`src/rtl/sout_pkg.sv`:
```
// Shared constants and types for the serial shift-out controller.
// Assumes a byte-addressed register map with five 32-bit registers.
package sout_pkg;

    localparam int ADDR_W = 5;

    localparam logic [ADDR_W-1:0] OFF_CTRL_A  = 5'h00;
    localparam logic [ADDR_W-1:0] OFF_CTRL_B  = 5'h04;
    localparam logic [ADDR_W-1:0] OFF_DATA_LO = 5'h08;
    localparam logic [ADDR_W-1:0] OFF_DATA_HI = 5'h0C;
    localparam logic [ADDR_W-1:0] OFF_AUX     = 5'h10;

    localparam int BIT_SWREQ = 31;
    localparam int BIT_EDGE  = 26;
    localparam int BIT_OVR_H = 25;
    localparam int BIT_OVR_L = 24;

    localparam logic [1:0] MODE_PERIODIC = 2'b10;

    typedef enum logic [1:0] {
        ST_IDLE,
        ST_SHIFT,
        ST_STORE
    } ser_state_e;

    typedef struct packed {
        logic       edge_fall;
        logic       grp_lo;
        logic       grp_hi;
        logic       periodic;
        logic [3:0] rate;
    } cfg_t;

endpackage

```
`src/rtl/sout_regs.sv`:
```
// Register file and bus decode for the serial shift-out controller.
// Holds the software request flag and assembles the output image,
// including the external override of outputs 1:0. Assumes NUM_OUT <= 32.
module sout_regs
    import sout_pkg::*;
#(
    parameter int NUM_OUT = 24
) (
    input  logic               clk,
    input  logic               rst_n,
    input  logic               bus_valid,
    input  logic               bus_write,
    input  logic [ADDR_W-1:0]  bus_addr,
    input  logic [31:0]        bus_wdata,
    output logic [31:0]        bus_rdata,
    input  logic [1:0]         ext_status,
    input  logic               busy,
    input  logic               upd_done,
    output logic               sw_pend,
    output cfg_t               cfg,
    output logic [NUM_OUT-1:0] image
);

    logic [30:0] ctrl_a_q;
    logic [31:0] ctrl_b_q;
    logic [31:0] data_lo_q;
    logic [31:0] data_hi_q;
    logic [31:0] aux_q;
    logic        rearm_q;
    logic        wr_en;
    logic        req_wr;

    assign wr_en  = bus_valid && bus_write;
    assign req_wr = wr_en && (bus_addr == OFF_CTRL_A) && bus_wdata[BIT_SWREQ];

    // Plain storage registers written from the bus.
    always_ff @(posedge clk) begin
        if (!rst_n) begin
            ctrl_a_q  <= '0;
            ctrl_b_q  <= '0;
            data_lo_q <= '0;
            data_hi_q <= '0;
            aux_q     <= '0;
        end else if (wr_en) begin
            case (bus_addr)
                OFF_CTRL_A:  ctrl_a_q  <= bus_wdata[30:0];
                OFF_CTRL_B:  ctrl_b_q  <= bus_wdata;
                OFF_DATA_LO: data_lo_q <= bus_wdata;
                OFF_DATA_HI: data_hi_q <= bus_wdata;
                OFF_AUX:     aux_q     <= bus_wdata;
                default: ;
            endcase
        end
    end

    // Software request flag; a request seen mid-update re-arms it.
    always_ff @(posedge clk) begin
        if (!rst_n) begin
            sw_pend <= 1'b0;
            rearm_q <= 1'b0;
        end else if (req_wr) begin
            sw_pend <= 1'b1;
            rearm_q <= busy && !upd_done;
        end else if (upd_done) begin
            sw_pend <= rearm_q;
            rearm_q <= 1'b0;
        end
    end

    // Read-back multiplexer.
    always_comb begin
        case (bus_addr)
            OFF_CTRL_A:  bus_rdata = {sw_pend, ctrl_a_q};
            OFF_CTRL_B:  bus_rdata = ctrl_b_q;
            OFF_DATA_LO: bus_rdata = data_lo_q;
            OFF_DATA_HI: bus_rdata = data_hi_q;
            OFF_AUX:     bus_rdata = aux_q;
            default:     bus_rdata = '0;
        endcase
    end

    // Output image with optional status override of bits 1:0.
    always_comb begin
        image = data_lo_q[NUM_OUT-1:0];
        if (ctrl_a_q[BIT_OVR_H] && ctrl_a_q[BIT_OVR_L])
            image[1:0] = ext_status;
    end

    // Decoded configuration fields.
    always_comb begin
        cfg.edge_fall = ctrl_a_q[BIT_EDGE];
        cfg.grp_lo    = ctrl_b_q[0];
        cfg.grp_hi    = ctrl_b_q[1];
        cfg.periodic  = (ctrl_b_q[31:30] == MODE_PERIODIC);
        cfg.rate      = ctrl_b_q[26:23];
    end

endmodule

```
`src/rtl/sout_refresh.sv`:
```
// Refresh prescaler: emits a one-cycle tick every CLK_HZ/f cycles while
// periodic mode is on. Codes above 3 use the fastest rate.
// Assumes CLK_HZ >= 20.
module sout_refresh #(
    parameter int CLK_HZ = 50_000_000
) (
    input  logic       clk,
    input  logic       rst_n,
    input  logic       enable,
    input  logic [3:0] rate,
    output logic       tick
);

    localparam int P2  = CLK_HZ / 2;
    localparam int P4  = CLK_HZ / 4;
    localparam int P8  = CLK_HZ / 8;
    localparam int P10 = CLK_HZ / 10;
    localparam int CW  = $clog2(P2 + 1);

    logic [CW-1:0] limit;
    logic [CW-1:0] cnt_q;

    // Period selection from the rate code.
    always_comb begin
        case (rate)
            4'd0:    limit = CW'(P2);
            4'd1:    limit = CW'(P4);
            4'd2:    limit = CW'(P8);
            default: limit = CW'(P10);
        endcase
    end

    assign tick = enable && (cnt_q >= limit - 1'b1);

    // Period counter, held at zero while periodic mode is off.
    always_ff @(posedge clk) begin
        if (!rst_n || !enable) cnt_q <= '0;
        else if (tick)         cnt_q <= '0;
        else                   cnt_q <= cnt_q + 1'b1;
    end

endmodule

```
`src/rtl/sout_serializer.sv`:
```
// Frame serializer: captures the enabled groups at start, shifts them
// MSB first at SHIFT_DIV cycles per bit, then strobes store for one
// bit period. Pins are decoded from registered state only.
// Assumes SHIFT_DIV >= 2 and NUM_OUT > GRP_LO_W.
module sout_serializer
    import sout_pkg::*;
#(
    parameter int NUM_OUT   = 24,
    parameter int GRP_LO_W  = 16,
    parameter int SHIFT_DIV = 8
) (
    input  logic               clk,
    input  logic               rst_n,
    input  logic               start,
    input  logic [NUM_OUT-1:0] image,
    input  logic               grp_lo,
    input  logic               grp_hi,
    input  logic               edge_fall,
    output logic               busy,
    output logic               done,
    output logic               sclk_o,
    output logic               sdata_o,
    output logic               store_o
);

    localparam int HI_W = NUM_OUT - GRP_LO_W;
    localparam int BW   = $clog2(NUM_OUT + 1);
    localparam int DW   = $clog2(SHIFT_DIV + 1);
    localparam int HALF = SHIFT_DIV / 2;

    ser_state_e         state_q;
    logic [NUM_OUT-1:0] frame_q;
    logic [NUM_OUT-1:0] load_frame;
    logic [BW-1:0]      load_bits;
    logic [BW-1:0]      bits_left_q;
    logic [DW-1:0]      div_q;
    logic               edge_q;
    logic               period_end;

    assign period_end = (div_q == DW'(SHIFT_DIV - 1));

    // Left-align the enabled groups for MSB-first shifting.
    always_comb begin
        case ({grp_hi, grp_lo})
            2'b11: begin
                load_frame = image;
                load_bits  = BW'(NUM_OUT);
            end
            2'b10: begin
                load_frame = {image[NUM_OUT-1:GRP_LO_W], {GRP_LO_W{1'b0}}};
                load_bits  = BW'(HI_W);
            end
            2'b01: begin
                load_frame = {image[GRP_LO_W-1:0], {HI_W{1'b0}}};
                load_bits  = BW'(GRP_LO_W);
            end
            default: begin
                load_frame = '0;
                load_bits  = '0;
            end
        endcase
    end

    // Update sequencer: idle, shift each bit, then hold store.
    always_ff @(posedge clk) begin
        if (!rst_n) begin
            state_q     <= ST_IDLE;
            frame_q     <= '0;
            bits_left_q <= '0;
            div_q       <= '0;
            edge_q      <= 1'b0;
        end else begin
            case (state_q)
                ST_IDLE: begin
                    if (start) begin
                        frame_q     <= load_frame;
                        bits_left_q <= load_bits;
                        edge_q      <= edge_fall;
                        div_q       <= '0;
                        state_q     <= (load_bits == '0) ? ST_STORE : ST_SHIFT;
                    end
                end
                ST_SHIFT: begin
                    if (period_end) begin
                        div_q       <= '0;
                        frame_q     <= frame_q << 1;
                        bits_left_q <= bits_left_q - 1'b1;
                        if (bits_left_q == BW'(1)) state_q <= ST_STORE;
                    end else begin
                        div_q <= div_q + 1'b1;
                    end
                end
                ST_STORE: begin
                    if (period_end) begin
                        div_q   <= '0;
                        state_q <= ST_IDLE;
                    end else begin
                        div_q <= div_q + 1'b1;
                    end
                end
                default: state_q <= ST_IDLE;
            endcase
        end
    end

    assign busy    = (state_q != ST_IDLE);
    assign done    = (state_q == ST_STORE) && period_end;
    assign store_o = (state_q == ST_STORE);
    assign sdata_o = (state_q == ST_SHIFT) && frame_q[NUM_OUT-1];
    assign sclk_o  = (state_q == ST_SHIFT) && ((div_q >= DW'(HALF)) ^ edge_q);

endmodule

```
`src/rtl/sout_ctrl.sv`:
```
// Top of the serial shift-out controller: register file, refresh
// prescaler and frame serializer. An update starts whenever the
// serializer is idle and either a software request or a refresh tick
// is present.
module sout_ctrl
    import sout_pkg::*;
#(
    parameter int CLK_HZ    = 50_000_000,
    parameter int SHIFT_DIV = 8,
    parameter int NUM_OUT   = 24,
    parameter int GRP_LO_W  = 16
) (
    input  logic        clk,
    input  logic        rst_n,
    input  logic        bus_valid,
    input  logic        bus_write,
    input  logic [4:0]  bus_addr,
    input  logic [31:0] bus_wdata,
    output logic [31:0] bus_rdata,
    input  logic [1:0]  ext_status,
    output logic        store_o,
    output logic        sdata_o,
    output logic        sclk_o
);

    cfg_t               cfg;
    logic [NUM_OUT-1:0] image;
    logic               sw_pend;
    logic               busy;
    logic               done;
    logic               tick;
    logic               start;
    logic               periodic_en;

    assign periodic_en = cfg.periodic;
    assign start       = !busy && (sw_pend || tick);

    sout_regs #(.NUM_OUT(NUM_OUT)) u_regs (
        .clk        (clk),
        .rst_n      (rst_n),
        .bus_valid  (bus_valid),
        .bus_write  (bus_write),
        .bus_addr   (bus_addr),
        .bus_wdata  (bus_wdata),
        .bus_rdata  (bus_rdata),
        .ext_status (ext_status),
        .busy       (busy),
        .upd_done   (done),
        .sw_pend    (sw_pend),
        .cfg        (cfg),
        .image      (image)
    );

    sout_refresh #(.CLK_HZ(CLK_HZ)) u_refresh (
        .clk    (clk),
        .rst_n  (rst_n),
        .enable (periodic_en),
        .rate   (cfg.rate),
        .tick   (tick)
    );

    sout_serializer #(
        .NUM_OUT   (NUM_OUT),
        .GRP_LO_W  (GRP_LO_W),
        .SHIFT_DIV (SHIFT_DIV)
    ) u_ser (
        .clk       (clk),
        .rst_n     (rst_n),
        .start     (start),
        .image     (image),
        .grp_lo    (cfg.grp_lo),
        .grp_hi    (cfg.grp_hi),
        .edge_fall (cfg.edge_fall),
        .busy      (busy),
        .done      (done),
        .sclk_o    (sclk_o),
        .sdata_o   (sdata_o),
        .store_o   (store_o)
    );

endmodule

```
`config.mk`:
```
export PLATFORM = sky130hd
export DESIGN_NAME = sout_ctrl
export DESIGN_NICKNAME = d
export VERILOG_FILES = /design/src/rtl/sout_pkg.sv /design/src/rtl/sout_regs.sv /design/src/rtl/sout_refresh.sv /design/src/rtl/sout_serializer.sv /design/src/rtl/sout_ctrl.sv
export SDC_FILE = /design/constraint.sdc
export NUM_CORES = 1
export LEC_CHECK = 0
export BUFFER_PORTS_ARGS = -buffer_cell sky130_fd_sc_hd__buf_2
export CAP_MARGIN = 20
export CORE_ASPECT_RATIO = 1.1
export CORE_MARGIN = 4
export CORE_UTILIZATION = 50
export DETAILED_ROUTE_END_ITERATION = 7
export PLACE_DENSITY = 0.68
export SYNTH_ARGS = -nofsm -noshare
export SYNTH_HDL_FRONTEND = slang
export SYNTH_SLANG_ARGS = --single-unit
```
`constraint.sdc`:
```
create_clock -name clk -period 3.85 [get_ports clk]
set_clock_uncertainty 0.2 [all_clocks]
set_input_delay 0.5775 -clock clk [delete_from_list [all_inputs] [get_ports clk]]
set_output_delay 0.5775 -clock clk [all_outputs]
set_load 0.05 [all_outputs]
```
---- Yosys cells after proc, flatten, opt, wreduce, memory -nomap -nowiden ----
Index checks and enable logic that the tools add are counted.
operators by class
  $lt $le $gt $ge ......................... 2
  reductions and logical operators ........ 35
  add/sub/neg operators ................... 4
  bitwise logic cells ..................... 1
  mux-type cells .......................... 24
  eq/ne operators ......................... 18
operator list
  kind                                                                   number
  32-bit case mux with 5 select lines                                    1
  25-bit case mux with 3 select lines                                    1
  24-bit case mux with 3 select lines                                    1
  24-bit two-way mux                                                     2
  24-bit case mux with 2 select lines                                    1
  25-bit by 1-bit adder with 25-bit output, second input constant        1
  25-bit greater-or-equal comparator                                     1
  25-bit by 1-bit subtractor with 25-bit output, second input constant   1
  5-bit case mux with 3 select lines                                     1
  2-bit AND reduction                                                    7
  2-bit two-way mux                                                      6
  5-bit by 4-bit equality test with 1-bit output, second input constant  2
  1-bit logical AND                                                      10
  5-bit zero test                                                        2
  5-bit two-way mux                                                      2
  5-bit case mux with 2 select lines                                     1
  2-bit equality test, second input constant                             4
  4-bit two-way mux                                                      2
  4-bit case mux with 2 select lines                                     1
  2-bit nonzero test                                                     4
  2-bit by 1-bit != test with 1-bit output, second input constant        3
  2-bit case mux with 3 select lines                                     1
  5-bit by 1-bit equality test with 1-bit output, second input constant  1
  5-bit by 3-bit equality test with 1-bit output, second input constant  1
  other kinds (18)                                                       27
word-level totals
  bits in registers ....................... 222
  output and inout bits ................... 35
  word-level logic and storage cells ...... 97

---- Longest topological paths before layout ----
Gate-level depths: netlist of run 1.
  depth after elaboration ................. 9
  gate-level depth with buffers ........... 15
  mapped depth without buffers ............ 14

---- Cells and area by module ----
Synthesis of run 1 repeated with hierarchy kept, for this count alone.
unflattened totals
  cell total of the unflattened synthesis .. 1160
  area, all modules ....................... 11260.8 um2
modules (own cells, without submodules)
  module           seq. area each (um2)  instances  area an instance (um2)  cells each
  sout_regs        3223.1                1          7524.7                  736
  sout_serializer  720.7                 1          2065.7                  240
  sout_refresh     500.5                 1          1660.3                  183
  sout_ctrl        0.0                   1          10.0                    1

---- Least setup slack after synthesis of run 1 ----
OpenSTA, ideal clock, no wires.
  path kind ............................... register -> register
  start point ............................. register u_regs.ctrl_b_q[24]
  end point ............................... register u_ser.frame_q[1]
  data required time ...................... 3.522 ns
  buffers on the path ..................... 1
  cell stages (with the launch flop) ...... 16
  setup time .............................. 0.128 ns
  slack ................................... 0.622 ns
  arrival time ............................ 2.900 ns
  path through ............................ dfxtp_1 > nor3_1 > and2_1 > inv_1 > ha_1 > ha_1 > xnor2_1 > ha_1 > a21oi_1 > o21ai_0 > o211ai_1 > nand4_1 > o211ai_4 > buf_6 > mux2i_1 > nor2_1
between the ends
  cells in the longest elaborated chain, start to end .. 9
  elaborated cells on any way between the ends .. 11
ends and longest elaborated chain
  what                                                                          RTL line               RTL
  start, declared                                                               sout_regs.sv:25        logic [31:0] ctrl_b_q;
  start signal, assigned                                                        sout_regs.sv:47        OFF_CTRL_B: ctrl_b_q <= bus_wdata;
  4-bit by 2-bit equality test with 1-bit output, or another cell as far along  sout_refresh.sv:25     case (rate)
  25-bit case mux with 3 select lines (*)                                       sout_refresh.sv:25
  25-bit by 1-bit subtractor with 25-bit output (*)                             sout_refresh.sv:33     assign tick = enable && (cnt_q >= limit - 1'b1);
  25-bit greater-or-equal comparator (*)                                        sout_refresh.sv:33
  1-bit logical AND (*)                                                         sout_refresh.sv:33
  1-bit logical OR (*)                                                          sout_ctrl.sv:36        assign start = !busy && (sw_pend || tick);
  1-bit logical AND (*)                                                         sout_ctrl.sv:36
  2-bit != test (no line) (*)                                                   n/a
  3-bit AND reduction (no line) (*)                                             n/a
  end signal, assigned                                                          sout_serializer.sv:76  frame_q <= load_frame;
  end signal, assigned                                                          sout_serializer.sv:86  frame_q <= frame_q << 1;
  end, declared                                                                 sout_serializer.sv:32  logic [NUM_OUT-1:0] frame_q;
Every way passes the cells marked *; elsewhere a longest branch is shown, timed or not.
A chain may end at the register's enable or synchronous reset.

---- Worst setup path in the final report of run 1 ----
  start point ............................. register u_regs.ctrl_b_q[24]
  end point ............................... register u_ser.frame_q[18]
The elaborated chain is that of the path after synthesis.

==> impl_metrics.tcl, run 1 <==
set metrics [dict create \
    cts_hold_buffers_added 0 \
    whs_ns 0.1166 \
    ys_dominant_reg_cell "sky130_fd_sc_hd__dfxtp_1" \
    achievable-frequency_ghz 0.2783 \
    route.detailed.vias_per_inst 5.700 \
    criticalPathCategory "register to register" \
    worst_skew_pair.late_latency_ns 0.54 \
    postLayoutCoreUtil_pct 57.83 \
    cts_tree "yes" \
    place_congestion 0.8473 \
    antenna_left 0 \
    syn_to_final_growth_pct 14.09 \
    maxCapViolations 0 \
    drt_wl_total_um 27240 \
    final.period_utilization_pct 93.33 \
    io_pins 78 \
    number_of_buffers_inserted_during_clock_tree_synthesis 24 \
    die_height_um 156.3 \
    clock_tree.root_cell "sky130_fd_sc_hd__clkbuf_16" \
    reg2regPathDepth 15 \
    yosys_warnings 0 \
    holdCritStartpoint "bus_wdata[11]" \
    postSynth.asyncResetShare_pct 0 \
    type_of_element_launching_the_critical_path "register" \
    cts.sinks 222 \
    cellLeakagePower_nw 4.281 \
    dr_total_vias 9023 \
    vdd_ir_drop_max_v 0.0003600 \
    core_mm2 0.01973 \
    timing.hold.worst.class "input pin to register" \
    critPathCaptureType "register" \
    syn_nets 1341 \
    timing.slew.headroom_pct 52.34 \
    crit-reg2reg-capture "u_ser.frame_q[18]$_SDFFE_PN0P_" \
    cts.clk_slew.worst_paths_ns 0.07 \
    hold-path-endpoint "u_regs.ctrl_a_q[11]$_SDFFE_PN0P_" \
    synthCells 1270 \
    antenna_found_initial 0 \
    post_synth.cell_area_avg_um2 7.874 \
    grt_start_max_net_pins 91 \
    regToRegSetupSlack_ns 0.26 \
    finalCriticalPeriod_ns 3.593 \
    layout_common_cells "sky130_fd_sc_hd__nand2_1, sky130_fd_sc_hd__dfxtp_1, sky130_fd_sc_hd__a21oi_1, sky130_fd_sc_hd__buf_2, sky130_fd_sc_hd__nor2_1" \
    cp_data_arrival_time_ns 3.81 \
    critical_path_required_ns 4.07 \
    io_buffers 77 \
    synth.distinct_cells 51 \
    drt_pre_antenna_iters 7 \
    rsz_0062_raised_after_global_routing "true" \
    grt_overflow 0 \
    drv_slew 0 \
    mostFrequentLayoutCell "sky130_fd_sc_hd__nand2_1" \
    avgRoutedWirePerCell_um 17.21 \
    ys_seq_area_share_pct 44.44 \
    hold_violations 0 \
    clock_tree.buffer_depth 3 \
    synth-seq-cells 222 \
    worstHoldPathCells 3 \
    number_of_global_route_vias_before_repair 8523 \
    dieArea_mm2 0.02233 \
    row_count 54 \
    detail_route.iter0.violations 761 \
    synth_edf_count 0 \
    layout_cells_sized_above_1_pct 12.78 \
    setup_tns_ns 0 \
    cts_repair_resize_count 0 \
    status "completed" \
    num-nets-final 1385 \
    initial_standard_cell_utilization_of_the_core_pct 50.68 \
    worstMarginPinSlew_ns 0.7149 \
    post-route-drc-count 0 \
    post-cts-setup-buffers 0 \
    half_perimeter_wire_length_after_placement_um 17090 \
    post_synth_instance_area_mm2 0.01000 \
    die_width_um 142.8 \
    timing.rr.start "u_regs.ctrl_b_q[24]$_SDFFE_PN0P_" \
    h-tree-depth 1 \
    critPathMaxFanout 8 \
    global_route.usage.total_pct 24.11 \
    grt_first_pass_wirelength_um 44410 \
    pwr_density_cell_mw_per_mm2 422.0 \
    setup_violations 0 \
]
[synth_stat cells, drive strengths merged (2+ instances only)]
cell type / number / area (µm²)
a211oi: 6 / 60.06
a21oi: 182 / 910.9
a221oi: 7 / 86.34
a222oi: 32 / 320.3
a22oi: 40 / 300.3
a311oi: 2 / 17.52
a31oi: 4 / 40.04
a41oi: 2 / 25.03
and2: 6 / 37.54
and3: 12 / 75.07
and4: 3 / 26.28
buf: 26 / 156.4
clkbuf: 67 / 251.5
conb: 2 / 7.510
dfxtp: 222 / 4444
ha: 28 / 350.3
inv: 16 / 60.06
mux2i: 27 / 270.3
nand2: 404 / 1516
nand2b: 2 / 12.51
nand3: 21 / 105.1
nand4: 7 / 50.05
nand4b: 4 / 35.03
nor2: 63 / 239.0
nor2b: 8 / 50.05
nor3: 10 / 60.06
o211ai: 3 / 36.28
o21a: 2 / 15.01
o21ai: 28 / 140.1
or3: 2 / 12.51
xnor2: 7 / 61.31
xor2: 17 / 148.9
[layer usage]
layer,wire length (µm),up-vias,GRT usage (%)
li1,-,4447,-
met1,11820,4229,32.72
met2,12760,296,39.82
met3,1836,51,3.454
met4,824,0,7.560
met5,0,-,0
[critical path: stages, from the launching register on]
cell	delay, ns
sky130_fd_sc_hd__dfxtp_1	0.34
sky130_fd_sc_hd__nor3_1	0.24
sky130_fd_sc_hd__and2_1	0.24
sky130_fd_sc_hd__inv_1	0.12
sky130_fd_sc_hd__ha_1	0.23
sky130_fd_sc_hd__ha_1	0.19
sky130_fd_sc_hd__xnor2_1	0.17
sky130_fd_sc_hd__ha_1	0.28
sky130_fd_sc_hd__a21oi_1	0.12
sky130_fd_sc_hd__o21ai_0	0.09
sky130_fd_sc_hd__o211ai_1	0.28
sky130_fd_sc_hd__nand4_1	0.24
sky130_fd_sc_hd__o211ai_4	0.21
sky130_fd_sc_hd__buf_4	0.26
sky130_fd_sc_hd__mux2i_1	0.21
sky130_fd_sc_hd__nor2_1	0.05
[power breakdown]
group | total, mW | switching [mW] | internal [mW]
registers | 2.31 | 0.00469 | 2.30
logic | 0.131 | 0.0979 | 0.0333
clock network | 2.37 | 0.965 | 1.41
total | 4.81 | 1.07 | 3.75
[layout make-up]
type / instances / area [µm²]
Fill cell: 1848 / 8320
Multi-Input combinational cell: 939 / 5104
Sequential cell: 222 / 4444
Timing Repair Buffer: 111 / 665.6
Clock buffer: 31 / 656.9
Tap cell: 252 / 315.3
Clock inverter: 11 / 155.1
Inverter: 16 / 65.06
Antenna cell: 1 / 2.502
[registers in the layout, summed over array words and instances, names as in the netlist, 4 cells and up]
name               flops
u_regs.aux_q          32
u_regs.ctrl_b_q       32
u_regs.data_hi_q      32
u_regs.data_lo_q      32
u_regs.ctrl_a_q       31
u_refresh.cnt_q       25
u_ser.frame_q         24
u_ser.bits_left_q      5
u_ser.div_q            4
[logic make-up (layout without fill, tap and decap cells)]
logic type	after synthesis	after routing	synth area share, %
AO/OA/AOI/OAI	311	311	19.86
XOR/XNOR	24	24	2.102
adder cells (fa/ha/maj)	28	28	3.504
buffers and inverters	109	169	4.680
flip-flops	222	222	44.44
multiplexers	27	27	2.703
other	2	3	0.07510
AND/OR/NAND/NOR	547	547	22.64
[worst max path at each step]
stage,startpoint,endpoint,slack [ns],cells after the start
2_1_floorplan,u_regs.ctrl_b_q[24]$_SDFFE_PN0P_,u_ser.frame_q[1]$_SDFFE_PN0P_,0.62,15
3_3_place_gp,u_regs.ctrl_b_q[24]$_SDFFE_PN0P_,u_ser.frame_q[20]$_SDFFE_PN0P_,0.29,15
3_5_place_dp,u_regs.ctrl_b_q[24]$_SDFFE_PN0P_,u_ser.frame_q[16]$_SDFFE_PN0P_,0.16,15
4_1_cts,u_regs.ctrl_b_q[24]$_SDFFE_PN0P_,u_ser.frame_q[18]$_SDFFE_PN0P_,0.14,15
5_1_grt,u_regs.ctrl_b_q[24]$_SDFFE_PN0P_,u_ser.frame_q[0]$_SDFFE_PN0P_,-0.007,15
6_report,u_regs.ctrl_b_q[24]$_SDFFE_PN0P_,u_ser.frame_q[18]$_SDFFE_PN0P_,0.26,15
[through the flow]
step           instances  cell area, µm²  setup slack (ns)  power (mW)
2_1_floorplan       1270           10000            0.6219       2.418
3_3_place_gp        1537           10570            0.2893       2.488
3_5_place_dp        1537           10570            0.1636       2.489
4_1_cts             1579           11380            0.1449       4.840
5_1_grt             1582           11410         -0.007062       4.963
6_report            1583           11410            0.2569       4.814
Note: power is estimated with default switching activity, not from simulation.
==> inputs of run 2 (changes only) <==
- ABC_AREA: unset -> 1
- CORE_MARGIN: 4 -> 2
- RECOVER_POWER: unset -> 25
==> run 2 against run 1 <==
  * Die area decreased by 2.0%
  * Largest cell class unchanged
  * Total power increased by 15%
  * First-iteration DRC count decreased by 2.8%
  * Clock-buffer cell count increased by 6
  * Sequential share of layout area decreased by 1.0 points
  * Synthesized cell count increased by 15%
  * Critical path type unchanged
  * Clock power about the same
  * Via count increased by 9.0%
  * Global-route usage increased by 2.0 points
  * The run now ends with max-capacitance violations, max-slew violations left
  * Core utilization decreased by 0.51 points
  * Flip-flop and latch count unchanged
==> impl_metrics.tcl, run 2 <==
set metrics [dict create \
    timing.hold.worst.class "input pin to register" \
    clock_tree.buffer_depth 3 \
    most_instantiated_cells_after_synthesis "sky130_fd_sc_hd__nor2_1, sky130_fd_sc_hd__dfxtp_1, sky130_fd_sc_hd__o21ai_0, sky130_fd_sc_hd__nand2_1, sky130_fd_sc_hd__inv_1" \
    yosysMostFrequentCell "sky130_fd_sc_hd__nor2_1" \
    setup_tns_ns 0 \
    num-nets-final 1578 \
    finalCriticalPeriod_ns 3.481 \
    cts_tree "yes" \
    achievable-frequency_ghz 0.2873 \
    setup_violations 0 \
    dr_total_vias 9833 \
    avgRoutedWirePerCell_um 16.25 \
    ys_seq_area_share_pct 42.92 \
    whs_ns 0.1506 \
    global_route.usage.total_pct 26.07 \
    synthDominantCellAreaShare_pct 42.92 \
    synth-seq-cells 222 \
    type_of_element_launching_the_critical_path "register" \
    synthCells 1458 \
    h-tree-depth 1 \
    cellLeakagePower_nw 5.071 \
    post-route-drc-count 0 \
    maxCapViolations 2 \
    drv_slew 33 \
    postLayoutCoreUtil_pct 57.31 \
    ys_dominant_reg_cell "sky130_fd_sc_hd__dfxtp_1" \
    initial_standard_cell_utilization_of_the_core_pct 50.66 \
    rsz_0062_raised_after_global_routing "false" \
    timing.slew.headroom_pct -15.30 \
    io_pins 78 \
    die_height_um 154.9 \
    layout_cells_sized_above_1_pct 11.48 \
    grt_first_pass_wirelength_um 47020 \
    criticalPathCategory "register to register" \
    status "complete, but fails checks" \
    pwr_density_cell_mw_per_mm2 471.2 \
    violated_checks "max-capacitance violations, max-slew violations" \
    fillerInstances 1888 \
    yosys_warnings 0 \
    half_perimeter_wire_length_after_placement_um 17900 \
    clock_tree.root_cell "sky130_fd_sc_hd__clkbuf_16" \
    drt_pre_antenna_iters 5 \
    detail_route.iter0.violations 740 \
    cts.clk_slew.worst_paths_ns 0.06 \
    grt_overflow 0 \
    final_total_power_mw 5.520 \
    cts.sinks 222 \
    cts_hold_buffers_added 0 \
    finalInstanceArea_mm2 0.01171 \
    dieArea_mm2 0.02188 \
    mostFrequentLayoutCell "sky130_fd_sc_hd__nor2_1" \
    core_mm2 0.02044 \
    drt_wl_total_um 28930 \
    syn_to_final_growth_pct 13.14 \
    place_congestion 0.8329 \
    route.detailed.vias_per_inst 5.524 \
    insertedDiodeCount 0 \
    postSynth.asyncResetShare_pct 0 \
    critical_path_required_ns 4.09 \
    post_synth.cell_area_avg_um2 7.101 \
    antenna_found_initial 0 \
    synth_area_leaders "sky130_fd_sc_hd__dfxtp_1, sky130_fd_sc_hd__nor2_1, sky130_fd_sc_hd__o21ai_0" \
    synth_edf_count 0 \
    layout_common_cells "sky130_fd_sc_hd__nor2_1, sky130_fd_sc_hd__dfxtp_1, sky130_fd_sc_hd__o21ai_0, sky130_fd_sc_hd__nand2_1, sky130_fd_sc_hd__inv_1" \
    vdd_ir_drop_max_v 0.0003373 \
    critPathCaptureType "register" \
    antenna_left 0 \
    number_of_buffers_inserted_during_clock_tree_synthesis 24 \
    synth_top_cell_by_area "sky130_fd_sc_hd__dfxtp_1" \
    post_synth_instance_area_mm2 0.01035 \
    number_of_global_route_vias_before_repair 9037 \
    row_count 55 \
    io_buffers 77 \
    worstMarginPinSlew_ns 1.730 \
    synth.distinct_cells 45 \
    place_area_mm2 0.01089 \
    cp_data_arrival_time_ns 3.72 \
    worst_skew_pair.late_latency_ns 0.52 \
    critPathMaxFanout 25 \
    syn_nets 1529 \
    die_width_um 141.2 \
    grt_start_max_net_pins 87 \
    final.period_utilization_pct 90.42 \
    hold_violations 0 \
]
## run 2: cell count changes after synthesis, sizes merged, moves of 25 or more
cell	before	now
a222oi	32	0
a21oi	182	64
o21ai	28	212
nor2	63	370
a22oi	40	1
mux2i	27	0
inv	16	111
a221oi	7	32
nand2	404	197
nand3	21	56
## run 2: worst paths after layout
| check | cells after the start | slack (ns) | endpoint | start |
|---|---|---|---|---|
| min reg2reg | 1 | 0.25 | u_refresh.cnt_q[0]$_SDFF_PP0_ | u_refresh.cnt_q[0]$_SDFF_PP0_ |
| max reg2reg | 18 | 0.37 | u_refresh.cnt_q[22]$_SDFF_PP0_ | u_regs.ctrl_b_q[25]$_SDFFE_PN0P_ |
| min | 3 | 0.15 | u_regs.data_lo_q[8]$_SDFFE_PN0P_ | bus_wdata[8] |
| max | 18 | 0.37 | u_refresh.cnt_q[22]$_SDFF_PP0_ | u_regs.ctrl_b_q[25]$_SDFFE_PN0P_ |
## run 2: cell families (layout without fill, tap and decap cells)
| kind of cell | after synthesis | count (layout) | share of synthesized area [%] |
|---|---|---|---|
| fa+ha+maj | 28 | 28 | 3.384 |
| flops | 222 | 222 | 42.92 |
| mux | 1 | 1 | 0.1088 |
| simple gates | 656 | 656 | 26.55 |
| other cells | 2 | 2 | 0.07253 |
| buf+inv | 194 | 260 | 7.589 |
| xor+xnor | 12 | 12 | 1.015 |
| compound gates | 343 | 343 | 18.36 |
## run 2: layout make-up
| cell class | instances | area (µm²) | area share [%] |
|---|---|---|---|
| clock buffers | 37 | 730.7 | 6.238 |
| repair buffers | 104 | 598.1 | 5.106 |
| multi-input cells | 1042 | 5111 | 43.63 |
| well taps | 256 | 320.3 | 2.734 |
| inverters | 113 | 425.4 | 3.632 |
| flip-flops and latches | 222 | 4444 | 37.94 |
| clock inverters | 6 | 83.83 | 0.7157 |
## run 2: power breakdown
part	internal, mW	total (mW)	switching [mW]	leakage (nW)
Clock	1.44	2.39	0.956	0.402
Combinational	0.224	0.696	0.473	2.88
Sequential	2.39	2.43	0.0460	1.79
## run 2: critical path: stages, from the launching register on
cell                      delay [ns]
sky130_fd_sc_hd__dfxtp_1        0.32
sky130_fd_sc_hd__nor2_1         0.15
sky130_fd_sc_hd__inv_1          0.06
sky130_fd_sc_hd__nor2_2         0.15
sky130_fd_sc_hd__inv_1          0.09
sky130_fd_sc_hd__nor2_1         0.14
sky130_fd_sc_hd__inv_1          0.10
sky130_fd_sc_hd__ha_1           0.22
sky130_fd_sc_hd__ha_1           0.19
sky130_fd_sc_hd__xnor2_1        0.13
sky130_fd_sc_hd__ha_1           0.30
sky130_fd_sc_hd__a21o_1         0.16
sky130_fd_sc_hd__nor2_1         0.10
sky130_fd_sc_hd__nand3_1        0.07
sky130_fd_sc_hd__nand2_1        0.06
sky130_fd_sc_hd__nand3_1        0.08
sky130_fd_sc_hd__nand2_2        0.11
sky130_fd_sc_hd__nand3_2        0.42
sky130_fd_sc_hd__nor3b_1        0.33
## run 2: through the flow
step | setup WS (ns) | cells
floorplan | 0.6092 | 1458
global placement | 0.3908 | 1733
detailed placement | 0.2386 | 1733
CTS | 0.2138 | 1776
global route | 0.006812 | 1780
finish | 0.3689 | 1780
## run 2: routing by layer
layer | track usage, % | wire length (µm) | vias up
li1 | - | - | 4894
met1 | 36.63 | 13340 | 4618
met2 | 43.44 | 13450 | 296
met3 | 3.355 | 1788 | 25
met4 | 5.000 | 345 | 0
met5 | 0 | 0 | -
## run 2: timing repair
action                                  CTS  global route
setup buffers                             0             3
resized for setup                         0             1
endpoints found under the setup margin    0            41
